[src/rtl/icseq_pkg.sv]
// Shared types of the instruction cycle sequencer.
// Assumes a 2-bit cycle code visible to the datapath.
package icseq_pkg;

    typedef enum logic [1:0] {
        CY_I   = 2'd0,
        CY_IND = 2'd1,
        CY_E   = 2'd2,
        CY_L   = 2'd3
    } cyc_t;

    typedef struct packed {
        logic single;
        logic ind_req;
        logic long_cyc;
        logic shift_grp;
    } dec_t;

endpackage

[src/rtl/icseq_decode.sv]
// Opcode classifier: turns the primary code and the two indirect
// flag bits of a fetched word into the sequencing attributes.
// Assumes the primary code is the top CLS_W bits of the word and the
// shift group is the top GRP_W bits of that code.
module icseq_decode
    import icseq_pkg::*;
#(
    parameter int                       CLS_W       = 9,
    parameter int                       GRP_W       = 6,
    parameter logic [GRP_W-1:0]         SHIFT_GRP   = 6'o76,
    parameter int unsigned              LONG_LO_MAX = 'o177,
    parameter int unsigned              LONG_HI_MIN = 'o700,
    parameter logic [(1<<CLS_W)-1:0]    SINGLE_MAP  = '0,
    parameter logic [(1<<CLS_W)-1:0]    INDEX_MAP   = '0
) (
    input  logic [CLS_W-1:0] cls_i,
    input  logic [1:0]       ind_bits_i,
    output dec_t             dec_o
);

    localparam int unsigned CLS_MAX = (1 << CLS_W) - 1;

    logic in_low, in_high;

    // Range tests; a limit outside the code space disables that side.
    generate
        if (LONG_HI_MIN > CLS_MAX) begin : g_no_high
            assign in_high = 1'b0;
        end else begin : g_high
            assign in_high = (32'(cls_i) >= LONG_HI_MIN);
        end
    endgenerate
    assign in_low = (32'(cls_i) <= LONG_LO_MAX);

    // Attribute lookup for the fetched code.
    always_comb begin
        dec_o.single    = SINGLE_MAP[cls_i];
        dec_o.long_cyc  = in_low || in_high;
        dec_o.shift_grp = (cls_i[CLS_W-1 -: GRP_W] == SHIFT_GRP);
        dec_o.ind_req   = INDEX_MAP[cls_i] && !SINGLE_MAP[cls_i] && (&ind_bits_i);
    end

endmodule

[src/rtl/icseq_fsm.sv]
// Cycle sequencer: steps I -> (IND) -> E/L -> I, holds on pending
// storage reads and raises a registered end-of-operation flag.
// Assumes decode inputs are valid in the clock the I read completes.
module icseq_fsm
    import icseq_pkg::*;
(
    input  logic clk,
    input  logic rst_n,
    input  logic mem_valid_i,
    input  logic single_i,
    input  logic ind_req_i,
    input  logic long_i,
    output cyc_t cyc_o,
    output logic eop_o,
    output logic mem_req_o,
    output logic ld_fetch_o,
    output logic ld_ind_o,
    output logic ld_oper_o
);

    cyc_t cyc_q, cyc_d;
    logic eop_d;
    logic long_q, long_d;
    logic done;

    assign cyc_o     = cyc_q;
    assign mem_req_o = (cyc_q != CY_L);
    assign done      = mem_req_o ? mem_valid_i : 1'b1;

    // Next cycle choice and register load strobes.
    always_comb begin
        cyc_d      = cyc_q;
        eop_d      = 1'b0;
        long_d     = long_q;
        ld_fetch_o = 1'b0;
        ld_ind_o   = 1'b0;
        ld_oper_o  = 1'b0;
        if (done) begin
            unique case (cyc_q)
                CY_I: begin
                    ld_fetch_o = 1'b1;
                    long_d     = long_i;
                    if (single_i) begin
                        cyc_d = CY_I;
                        eop_d = 1'b1;
                    end else if (ind_req_i) begin
                        cyc_d = CY_IND;
                    end else begin
                        cyc_d = long_i ? CY_L : CY_E;
                    end
                end
                CY_IND: begin
                    ld_ind_o = 1'b1;
                    cyc_d    = long_q ? CY_L : CY_E;
                end
                CY_E: begin
                    ld_oper_o = 1'b1;
                    cyc_d     = CY_I;
                    eop_d     = 1'b1;
                end
                CY_L: begin
                    cyc_d = CY_I;
                    eop_d = 1'b1;
                end
                default: cyc_d = CY_I;
            endcase
        end
    end

    // State register; reset acts as an end of operation.
    always_ff @(posedge clk) begin
        if (!rst_n) begin
            cyc_q  <= CY_I;
            eop_o  <= 1'b1;
            long_q <= 1'b0;
        end else begin
            cyc_q  <= cyc_d;
            eop_o  <= eop_d;
            long_q <= long_d;
        end
    end

    // the end flag only ever coincides with an I cycle.
    p_eop_in_i_r10: assert property (@(posedge clk) disable iff (!rst_n)
        eop_o |-> (cyc_q == CY_I));

    // a pending read keeps the cycle type.
    p_hold_cycle_r8: assert property (@(posedge clk) disable iff (!rst_n)
        (mem_req_o && !mem_valid_i) |=> $stable(cyc_q));

    // after the indirect cycle comes E or L, never another IND.
    p_ind_once_r6: assert property (@(posedge clk) disable iff (!rst_n)
        (cyc_q == CY_IND && mem_valid_i) |=> (cyc_q == CY_E || cyc_q == CY_L));

    // an L cycle lasts one clock and ends the operation.
    p_l_one_clock_r9: assert property (@(posedge clk) disable iff (!rst_n)
        (cyc_q == CY_L) |=> (cyc_q == CY_I && eop_o));

endmodule

[src/rtl/icseq_regs.sv]
// Sequencer register set: program counter, storage register, program
// register, address register and shift counter, plus the read address.
// Assumes at most one load strobe is active per clock.
module icseq_regs
    import icseq_pkg::*;
#(
    parameter int            WORD_W   = 36,
    parameter int            ADDR_W   = 15,
    parameter int            OPC_W    = 12,
    parameter int            SC_W     = 8,
    parameter logic [ADDR_W-1:0] RESET_PC = '0
) (
    input  logic              clk,
    input  logic              rst_n,
    input  cyc_t              cyc_i,
    input  logic              ld_fetch_i,
    input  logic              ld_ind_i,
    input  logic              ld_oper_i,
    input  logic              shift_grp_i,
    input  logic [WORD_W-1:0] rdata_i,
    output logic [ADDR_W-1:0] mem_addr_o,
    output logic [ADDR_W-1:0] pc_o,
    output logic [WORD_W-1:0] sr_o,
    output logic [OPC_W-1:0]  pr_o,
    output logic [ADDR_W-1:0] ar_o,
    output logic [SC_W-1:0]   sc_o
);

    logic [ADDR_W-1:0] pc_q, ar_q;
    logic [WORD_W-1:0] sr_q;
    logic [OPC_W-1:0]  pr_q;
    logic [SC_W-1:0]   sc_q;

    assign pc_o       = pc_q;
    assign sr_o       = sr_q;
    assign pr_o       = pr_q;
    assign ar_o       = ar_q;
    assign sc_o       = sc_q;
    assign mem_addr_o = (cyc_i == CY_I) ? pc_q : ar_q;

    // Program counter: steps once per completed fetch.
    always_ff @(posedge clk) begin
        if (!rst_n)          pc_q <= RESET_PC;
        else if (ld_fetch_i) pc_q <= pc_q + ADDR_W'(1);
    end

    // Storage register: instruction on fetch, operand on execute.
    always_ff @(posedge clk) begin
        if (!rst_n)                      sr_q <= '0;
        else if (ld_fetch_i || ld_oper_i) sr_q <= rdata_i;
    end

    // Program register: opcode field of the fetched instruction.
    always_ff @(posedge clk) begin
        if (!rst_n)          pr_q <= '0;
        else if (ld_fetch_i) pr_q <= rdata_i[WORD_W-1 -: OPC_W];
    end

    // Address register: fetched or indirect address field.
    always_ff @(posedge clk) begin
        if (!rst_n)                          ar_q <= '0;
        else if (ld_fetch_i && !shift_grp_i) ar_q <= rdata_i[ADDR_W-1:0];
        else if (ld_ind_i)                   ar_q <= rdata_i[ADDR_W-1:0];
    end

    // Shift counter: low address bits of a shift-group instruction.
    always_ff @(posedge clk) begin
        if (!rst_n)                         sc_q <= '0;
        else if (ld_fetch_i && shift_grp_i) sc_q <= rdata_i[SC_W-1:0];
    end

    // each completed fetch advances the program counter by one.
    p_pc_step_r2: assert property (@(posedge clk) disable iff (!rst_n)
        ld_fetch_i |=> (pc_q == $past(pc_q) + ADDR_W'(1)));

    // without a completed fetch the program counter holds.
    p_pc_hold_r8: assert property (@(posedge clk) disable iff (!rst_n)
        !ld_fetch_i |=> $stable(pc_q));

    // the indirect read leaves instruction registers untouched.
    p_ind_keeps_sr_r6: assert property (@(posedge clk) disable iff (!rst_n)
        ld_ind_i |=> ($stable(sr_q) && $stable(pr_q)));

    // a shift-group fetch keeps the address register.
    p_shift_keeps_ar_r3: assert property (@(posedge clk) disable iff (!rst_n)
        (ld_fetch_i && shift_grp_i) |=> $stable(ar_q));

endmodule

[src/rtl/icseq_top.sv]
// Instruction cycle sequencer top: joins the opcode classifier, the
// cycle state machine and the register set around one read port.
// Assumes storage returns the word addressed while mem_req_o is high.
module icseq_top
    import icseq_pkg::*;
#(
    parameter int                WORD_W   = 36,
    parameter int                ADDR_W   = 15,
    parameter int                OPC_W    = 12,
    parameter int                CLS_W    = 9,
    parameter int                SC_W     = 8,
    parameter logic [ADDR_W-1:0] RESET_PC = '0,
    parameter logic [(1<<CLS_W)-1:0] SINGLE_MAP =
        {{((1<<CLS_W)-1){1'b0}}, 1'b1} << 'o761,
    parameter logic [(1<<CLS_W)-1:0] INDEX_MAP =
        (({(1<<CLS_W){1'b1}} << 'o200) & ~({(1<<CLS_W){1'b1}} << 'o700))
        | ({{((1<<CLS_W)-1){1'b0}}, 1'b1} << 'o100)
) (
    input  logic              clk,
    input  logic              rst_n,
    output logic              mem_req_o,
    output logic [ADDR_W-1:0] mem_addr_o,
    input  logic              mem_valid_i,
    input  logic [WORD_W-1:0] mem_rdata_i,
    output logic [1:0]        cyc_o,
    output logic              eop_o,
    output logic [ADDR_W-1:0] pc_o,
    output logic [WORD_W-1:0] sr_o,
    output logic [OPC_W-1:0]  pr_o,
    output logic [ADDR_W-1:0] ar_o,
    output logic [SC_W-1:0]   sc_o
);

    // Flag bits 12 and 13, counted from the sign bit.
    localparam int IND_HI = WORD_W - 1 - 12;

    dec_t dec;
    cyc_t cyc;
    logic ld_fetch, ld_ind, ld_oper;

    assign cyc_o = cyc;

    icseq_decode #(
        .CLS_W      (CLS_W),
        .SINGLE_MAP (SINGLE_MAP),
        .INDEX_MAP  (INDEX_MAP)
    ) u_decode (
        .cls_i      (mem_rdata_i[WORD_W-1 -: CLS_W]),
        .ind_bits_i (mem_rdata_i[IND_HI -: 2]),
        .dec_o      (dec)
    );

    icseq_fsm u_fsm (
        .clk         (clk),
        .rst_n       (rst_n),
        .mem_valid_i (mem_valid_i),
        .single_i    (dec.single),
        .ind_req_i   (dec.ind_req),
        .long_i      (dec.long_cyc),
        .cyc_o       (cyc),
        .eop_o       (eop_o),
        .mem_req_o   (mem_req_o),
        .ld_fetch_o  (ld_fetch),
        .ld_ind_o    (ld_ind),
        .ld_oper_o   (ld_oper)
    );

    icseq_regs #(
        .WORD_W   (WORD_W),
        .ADDR_W   (ADDR_W),
        .OPC_W    (OPC_W),
        .SC_W     (SC_W),
        .RESET_PC (RESET_PC)
    ) u_regs (
        .clk         (clk),
        .rst_n       (rst_n),
        .cyc_i       (cyc),
        .ld_fetch_i  (ld_fetch),
        .ld_ind_i    (ld_ind),
        .ld_oper_i   (ld_oper),
        .shift_grp_i (dec.shift_grp),
        .rdata_i     (mem_rdata_i),
        .mem_addr_o  (mem_addr_o),
        .pc_o        (pc_o),
        .sr_o        (sr_o),
        .pr_o        (pr_o),
        .ar_o        (ar_o),
        .sc_o        (sc_o)
    );

endmodule

[config.mk]
export PLATFORM = sky130hd
export DESIGN_NAME = icseq_top
export DESIGN_NICKNAME = d
export VERILOG_FILES = /design/src/rtl/icseq_pkg.sv /design/src/rtl/icseq_decode.sv /design/src/rtl/icseq_fsm.sv /design/src/rtl/icseq_regs.sv /design/src/rtl/icseq_top.sv
export SDC_FILE = /design/constraint.sdc
export NUM_CORES = 1
export LEC_CHECK = 0
export BUFFER_PORTS_ARGS = -buffer_cell sky130_fd_sc_hd__buf_2
export CAP_MARGIN = 20
export CORE_MARGIN = 2
export CORE_UTILIZATION = 43
export CTS_CLUSTER_SIZE = 16
export DETAILED_ROUTE_END_ITERATION = 8
export PLACE_DENSITY = 0.75
export SYNTH_ARGS = -nofsm -noshare
export SYNTH_HDL_FRONTEND = slang
export SYNTH_SLANG_ARGS = --single-unit
[constraint.sdc]
create_clock -name clk -period 1.7 [get_ports clk]
set_input_delay 0.255 -clock clk [delete_from_list [all_inputs] [get_ports clk]]
set_output_delay 0.255 -clock clk [all_outputs]
set_load 0.05 [all_outputs]
==> summary.md, run 1 <==
| Metric | Value |
|---|---|
| Status | finished with violations |
| Failing checks | setup timing |
| Worst VDD drop | 462 uV |
| Tot Pwr | 0.00484 W |
| Vias post-DR | 3603 |
| DR iter-0 viols | 155 |
| Maxcap violations | 0 |
| Die area | 9100 um^2 |
| CTS sink cnt | 90 |
| CTS buffer count | 9 |
| Tmin final | 1.79 ns |
| Final hold vios | 0 |
| Max clock buf depth | 2 |
| DR WL/cell | 14.9 um |
| Setup crit end | mem_addr_o[14] |
| Fin nets | 622 |
| Synth Flop Type | dfxtp_1 |
| Max Transition Viols Final | 0 |
| Setup CP Type | register to output port |
| Cells after Synth | 435 |
| First-pass GRT wire length | 16000 um |
| Pwr/cell area | 961 nW/um^2 |
| Worst R2R End | u_regs.pc_o[10] |
| DRC Markers | 0 |
| Placeable Area | 8130 um^2 |
| Yosys Warn Count | 0 |
| Max Freq | 557 MHz |
| Worst Max-Slew Pin Slew | 0.441 ns |
| Initial Util | 44.1% |
| Overflow after GRT | 0 |
| Largest net degree at the start of global routing | 60 |
| Skew final | 0.0104 ns |
| Number of flops mapped to enable cells by yosys | 0 |
| Reg2reg path depth | 5 |
| FF+latch count, synth | 90 |
| RR Startpoint | u_fsm.cyc_o[1] |
| Synthesized cell area | 3590 um^2 |
| Seq/Total Area, Yosys | 50.2% |
| Die H | 95.4 um |
| Gr usage total | 22.5% |
| FP Rows | 33 |
| CTS tree | yes |
| CTS H-tree depth | 3 |
| Total Routed Length | 10300 um |
| Worst rel slew slack | 70.3% |
| Initial antenna violation count | 0 |
| Crit path arrival time | 1.54 ns |
| Worst min-delay path class | primary input to register |
| Setup TNS | -1.19 ns |
| Final setup margin | -0.0944 ns |
| Initial DRT Pass Iterations | 5 |
| CP Capture Type | output port |
| Crit path launch | u_fsm.cyc_o[1] |
| Distinct cells, synth | 41 |
| Reg clk slew, reported paths | 0.09 ns |
| Worst Path Max Fanout | 7 |
| Avg Vias per Cell | 5.21 |
| Setup crit start kind | register |
| Setup-failing EPs final | 16 |
| Placer congestion estimate | 0.844 |
| Ports | 144 |
| Port Buf Inserts | 143 |
| Post-route antenna net violation count | 0 |
| Vias in the first global route | 3287 |
| Leak | 2.31 nW |
| Area grow syn2layout | 40.3% |
| RSZ-0062 raised after global routing | true |
| Hold Buf Count CTS | 0 |
| Ant diodes | 0 |
| Share of cells above drive strength 1 | 37.7% |
| Reg2reg setup slack | 0 ns |
| Die width | 95.4 um |
| Final HPWL DP | 7170 um |
| Skew-Pair Late Insertion Delay | 0.35 ns |
| Ys async rst share | 0% |
| Mean Syn Cell Area | 8.25 um^2 |
| Period utilization | 106% |
| CP Data Required Time | 1.44 ns |
| Post-Syn Nets | 475 |
| CTS root buf | clkbuf_8 |
-- what timing repair did --
item | in CTS | in global routing
cloned | 1 | 0
endpoints found under the setup margin | 15 | 27
setup buffers | 1 | 3
gates resized for setup | 54 | 9
pin swaps | 2 | 3
-- cell usage after synthesis (2+ instances only) --
library cell | number | share of area (%)
o21ai_0 | 20 | 2.8
nor2_1 | 21 | 2.2
nand2_1 | 124 | 13
buf_1 | 3 | 0.31
o31ai_1 | 3 | 0.63
mux2i_1 | 8 | 2.2
or4_1 | 3 | 0.63
a21oi_1 | 57 | 7.9
nand3_1 | 23 | 3.2
dfxtp_1 | 90 | 50
xor2_1 | 5 | 1.2
or3_1 | 4 | 0.70
clkbuf_1 | 25 | 2.6
mux2_2 | 15 | 4.7
inv_1 | 3 | 0.31
nor3_1 | 2 | 0.28
xnor2_1 | 4 | 0.98
nor4_1 | 2 | 0.35
-- where the power goes --
group,internal [W],leakage [nW],switching (W)
Clock,0.000679,0.100,0.000747
Combinational,0.000340,1.46,0.000786
Sequential,0.00221,0.745,0.0000765
Total,0.00323,2.31,0.00161
-- worst max-delay path: stages, from the launching register on --
cell,delay (ns)
dfxtp_4,0.36
nor2_4,0.18
clkbuf_16,0.19
mux2_4,0.31
buf_8,0.15
-- cells by family after synthesis --
group                      share of synthesized area, %
AOI/OAI and AO/OA                                  12.8
xor gates and xnor gates                           2.20
adders and majority gates                         0.348
buffers and inverters                              3.49
DFF                                                50.2
muxes                                              6.94
and+or+nand+nor                                    24.0
-- cell usage in the layout, fill, tap and decap left out, drive strengths merged, types with 2 or more instances in the layout --
cell type	count
buf	164
nand2	124
dfxtp	90
a21oi	57
nand3	23
nor2	21
o21ai	20
mux2	15
clkbuf	10
mux2i	8
inv	7
xor2	5
xnor2	4
or3	4
o31ai	3
or4	3
nor3	3
nor4	2
clkinv	2
nand4	2
and3	2
-- area by class of cell --
cell class	instances	area [um^2]
timing repair buffer	165	1100
clock inverter	6	63.8
sequential	90	1830
tap	105	131
multi-input combinational	312	1770
fill	710	3100
inverter	4	15.0
clock buffer	9	124
-- layer usage --
metal | up-vias | global-route usage, % | wire length (um)
li1 | 1770 | - | -
met1 | 1671 | 29.5 | 4460
met2 | 143 | 35.9 | 4920
met3 | 19 | 6.09 | 712
met4 | 0 | 7.74 | 187
met5 | - | 0 | 0
-- how the worst min path moves through the flow --
stage                    startpoint  cells after the start  slack, ns               to
finish              mem_rdata_i[13]                      3       0.14  u_regs.ar_o[13]
global route        mem_rdata_i[15]                      3       0.12  u_regs.sr_o[15]
CTS                 mem_rdata_i[17]                      3       0.12  u_regs.sr_o[17]
detailed placement   u_regs.pr_o[4]                      2       0.45   u_regs.pr_o[4]
global placement     u_regs.sr_o[3]                      2       0.44   u_regs.sr_o[3]
floorplan            mem_rdata_i[0]                      2       0.39   u_regs.ar_o[0]
-- through the flow --
step	setup slack, ns	cell area (um^2)	std cells	util, %	hold slack [ns]
after floorplan	-0.136	3680	435	-	0.385
after global placement	0.0893	4580	671	56.3	0.441
after detailed placement	0.0663	4580	671	56.3	0.445
after CTS	-0.124	4980	688	61.3	0.124
after global routing	-0.134	5040	691	61.9	0.122
final	-0.0944	5040	691	61.9	0.143
-- registers in the layout (all words and copies together), names as in the netlist --
| name | flops |
|---|---|
| u_regs.pc_o | 15 |
| u_regs.pr_o | 12 |
| u_fsm.long_q | 1 |
| u_fsm.cyc_o | 2 |
| u_fsm.eop_o | 1 |
| u_regs.ar_o | 15 |
| u_regs.sc_o | 8 |
| u_regs.sr_o | 36 |
No activity file was read; power rests on OpenSTA's default activity.
==> inputs of run 2 (changes only) <==
--- a/config.mk
+++ b/config.mk
@@ -8,10 +8,12 @@
 export BUFFER_PORTS_ARGS = -buffer_cell sky130_fd_sc_hd__buf_2
 export CAP_MARGIN = 20
 export CORE_MARGIN = 2
-export CORE_UTILIZATION = 43
+export CORE_UTILIZATION = 44
 export CTS_CLUSTER_SIZE = 16
 export DETAILED_ROUTE_END_ITERATION = 8
-export PLACE_DENSITY = 0.75
+export PLACE_DENSITY = 0.76
+export SLEW_MARGIN = 20
 export SYNTH_ARGS = -nofsm -noshare
 export SYNTH_HDL_FRONTEND = slang
+export SYNTH_HIERARCHICAL = 1
 export SYNTH_SLANG_ARGS = --single-unit
==> constraint.sdc (replaced) <==
create_clock -name clk -period 1.7 [get_ports clk]
set_input_delay 0.255 -clock clk [delete_from_list [all_inputs] [get_ports clk]]
set_output_delay 0.255 -clock clk [all_outputs]
set_load 0.005 [all_outputs]
==> summary.md, run 2 <==
| Metric | Value |
|---|---|
| Status | finished with violations |
| Failing checks | setup timing |
| First-pass GRT wire length | 16000 um |
| Cells after Synth | 434 |
| Synth area leader | dfxtp_1 |
| Avg Vias per Cell | 5.37 |
| Routed length on met2 | 5530 um |
| Hold Path End | u_regs/sr_o[15] |
| Synth Flop Type | dfxtp_1 |
| Mean Syn Cell Area | 8.59 um^2 |
| Post-synthesis adder-cell area fraction | 0.336% |
| Worst rel slew slack | 70.6% |
| Vias in the first global route | 3251 |
| Initial DRT Pass Iterations | 5 |
| Tmin final | 1.81 ns |
| Most frequent CP cell | buf_6 |
| Share of cells above drive strength 1 | 40.4% |
| Die area | 9220 um^2 |
| CP peak stage delay | 0.33 ns |
| Complex-gate fraction of the synthesized area | 12.9% |
| DR iter-0 viols | 188 |
| Total Routed Length | 11100 um |
| FP Rows | 33 |
| Worst Max-Slew Pin Slew | 0.440 ns |
| RR Startpoint | u_fsm/cyc_o[0] |
| Largest net degree at the start of global routing | 41 |
| Final HPWL DP | 7330 um |
| Synthesized cell area | 3730 um^2 |
| Skew final | 0.00875 ns |
| Min Hold Slack | 0.150 ns |
| Sequential power share | 47.4% |
| Reg clk slew, reported paths | 0.09 ns |
| Max FFs per register | 36 |
| Die H | 96.0 um |
| Distinct cells, synth | 41 |
| Hold Path Cell Cnt | 3 |
| Max clock buf depth | 2 |
| CP Capture Type | output port |
| CTS tree | yes |
| Yosys Warn Count | 6 |
| Worst min-delay path class | primary input to register |
| Tot Pwr | 0.00491 W |
| Comb power frac | 19.3% |
| CTS sink cnt | 90 |
| Clock power frac | 33.3% |
| FF+latch count, synth | 90 |
| Skew-Pair Late Insertion Delay | 0.35 ns |
| Placer congestion estimate | 0.818 |
| Ant diodes | 0 |
| Pwr/cell area | 930 nW/um^2 |
| Metal3 WL | 937 um |
| CTS root buf | clkbuf_8 |
| Die width | 96.0 um |
| RSZ-0062 raised after global routing | true |
| Overflow after GRT | 0 |
| Util after Layout | 64.3% |
| Crit path arrival time | 1.56 ns |
| Port Buf Inserts | 143 |
| Setup CP Type | register to output port |
| Final setup margin | -0.114 ns |
| Fin nets | 627 |
| Gr usage total | 22.5% |
| Placeable Area | 8220 um^2 |
| Setup-failing EPs final | 17 |
| Worst R2R End | u_regs/pc_o[9] |
| Seq/Total Area, Yosys | 48.4% |
| CP Data Required Time | 1.44 ns |
| WL met1 | 4480 um |
| Worst VDD drop | 679 uV |
| Max Transition Viols Final | 0 |
| Post-Syn Nets | 474 |
| Post-route antenna net violation count | 0 |
| Slowest-stage cell, CP | dfxtp_2 |
| Most frequent cells in the layout | buf_2 (128), nand2_1 (96), dfxtp_1 (88) |
| Vias post-DR | 3745 |
| Fin area | 5290 um^2 |
| Most frequent cell after synthesis | nand2_1 |
| Maxcap violations | 0 |
| Reg2reg setup slack | -0.03 ns |
| Ports | 144 |
| Period utilization | 107% |
| Area grow syn2layout | 41.9% |
| Max Freq | 551 MHz |
| Leak | 2.43 nW |
| CP top delay family | buffers and inverters |
| Net switching power | 0.00133 W |
| Ys async rst share | 0% |
| DRC Markers | 0 |
| CTS H-tree depth | 3 |
| Fraction of power spent switching nets | 27.0% |
| Final hold vios | 0 |
| Placement Cell Area | 4650 um^2 |
| Multiplexer area fraction after synthesis | 9.37% |
| Top Metal Used | met4 |
| Number of flops mapped to enable cells by yosys | 0 |
| WP buf/inv | 3 |
| Commonest non-fill, non-tap cell in the layout | buf_2 |
| Setup crit start kind | register |
| Hold Buf Count CTS | 0 |
| DR WL/cell | 15.9 um |
| Simple-gate portion of the synthesized area | 23.9% |
| Largest family of logic cells by synthesized area | simple AND/OR/NAND/NOR gates |
| Hold_sp | mem_rdata_i[15] |
| Worst Path Max Fanout | 8 |
| Top post-synthesis cells by area | dfxtp_1 (48%), nand2_1 (9.7%), a21oi_1 (8.7%) |
| Setup TNS | -1.50 ns |
| CTS buffer count | 9 |
| Post-synth top cells | nand2_1 (96), dfxtp_1 (90), a21oi_1 (65) |
| CP cell instances | buf_6 > nor2_4 > buf_8 > mux2_4 > buf_6 |
| Reg2reg path depth | 6 |
| Int Power | 0.00359 W |
| Post-synth top area share | 48.4% |
| Initial Util | 45.3% |
| Xor-xnor portion of the synthesized cell area | 0.940% |
| Initial antenna violation count | 0 |
## run 2: changes by cell type after synthesis, sizes merged, moves of 9 or more
| cell | change |
|---|---|
| mux2i | +10 |
| buf | +9 |
| or3b | +14 |
| clkbuf | -9 |
| nand2 | -28 |
## run 2: timing repair
item,in CTS,in global routing
endpoints found under the setup margin,30,50
cloned,1,2
pin swaps,2,15
resized for setup,38,30
buffers inserted,3,2
hold endpoints to repair,0,0
## run 2: area by class of cell
class / count / area (um^2)
timing repair buffer: 171 / 1160
clock inverter: 6 / 90.1
sequential: 90 / 1800
multi-input combinational: 309 / 1940
fill: 688 / 2930
inverter: 6 / 22.5
tap: 105 / 131
clock buffer: 10 / 138
## run 2: cell families (layout without fill, tap and decap cells)
logic type      count (synthesis)  after routing
buf+inv                        35            193
mux                            33             33
compound gates                 91             91
simple gates                  180            180
fa+ha+maj                       1              1
xor+xnor                        4              4
flops                          90             90
## run 2: worst min-delay path, cell delays in order
cell and delay (ns):
buf_2 0.09, nand2_1 0.05, a21oi_1 0.05
## run 2: how the worst max path moves through the flow
stage	start	endpoint	slack, ns	cells past startpoint
5_1_grt	u_fsm/cyc_o[0]	mem_addr_o[14]	-0.16	5
2_1_floorplan	u_fsm/cyc_o[0]	u_regs/pc_o[9]	0.02	5
4_1_cts	u_fsm/cyc_o[0]	mem_addr_o[14]	-0.13	5
3_5_place_dp	mem_rdata_i[33]	u_regs/ar_o[10]	-0.08	8
6_report	u_fsm/cyc_o[0]	mem_addr_o[14]	-0.11	5
3_3_place_gp	mem_rdata_i[33]	u_regs/ar_o[10]	-0.02	8
## run 2: per-stage QoR
stage | worst slack [ns] | cells
3_5_place_dp | -0.0802 | 673
6_report | -0.114 | 697
4_1_cts | -0.131 | 693
3_3_place_gp | -0.0160 | 673
5_1_grt | -0.161 | 697
2_1_floorplan | 0.0166 | 434
## run 2: power by group through the flow
stage | clock network, W | registers [W] | logic [W]
2_1_floorplan | 0 | 0.00238 | 0.000416
3_3_place_gp | 0 | 0.00237 | 0.000779
3_5_place_dp | 0 | 0.00237 | 0.000798
4_1_cts | 0.00166 | 0.00233 | 0.000872
5_1_grt | 0.00175 | 0.00235 | 0.00103
6_report | 0.00164 | 0.00233 | 0.000948
## run 2: per-layer routing
layer | vias up | GRT usage [%]
met5 | - | 0
met4 | 0 | 8.21
met3 | 19 | 5.64
met2 | 166 | 37.2
met1 | 1766 | 28.3
li1 | 1794 | -
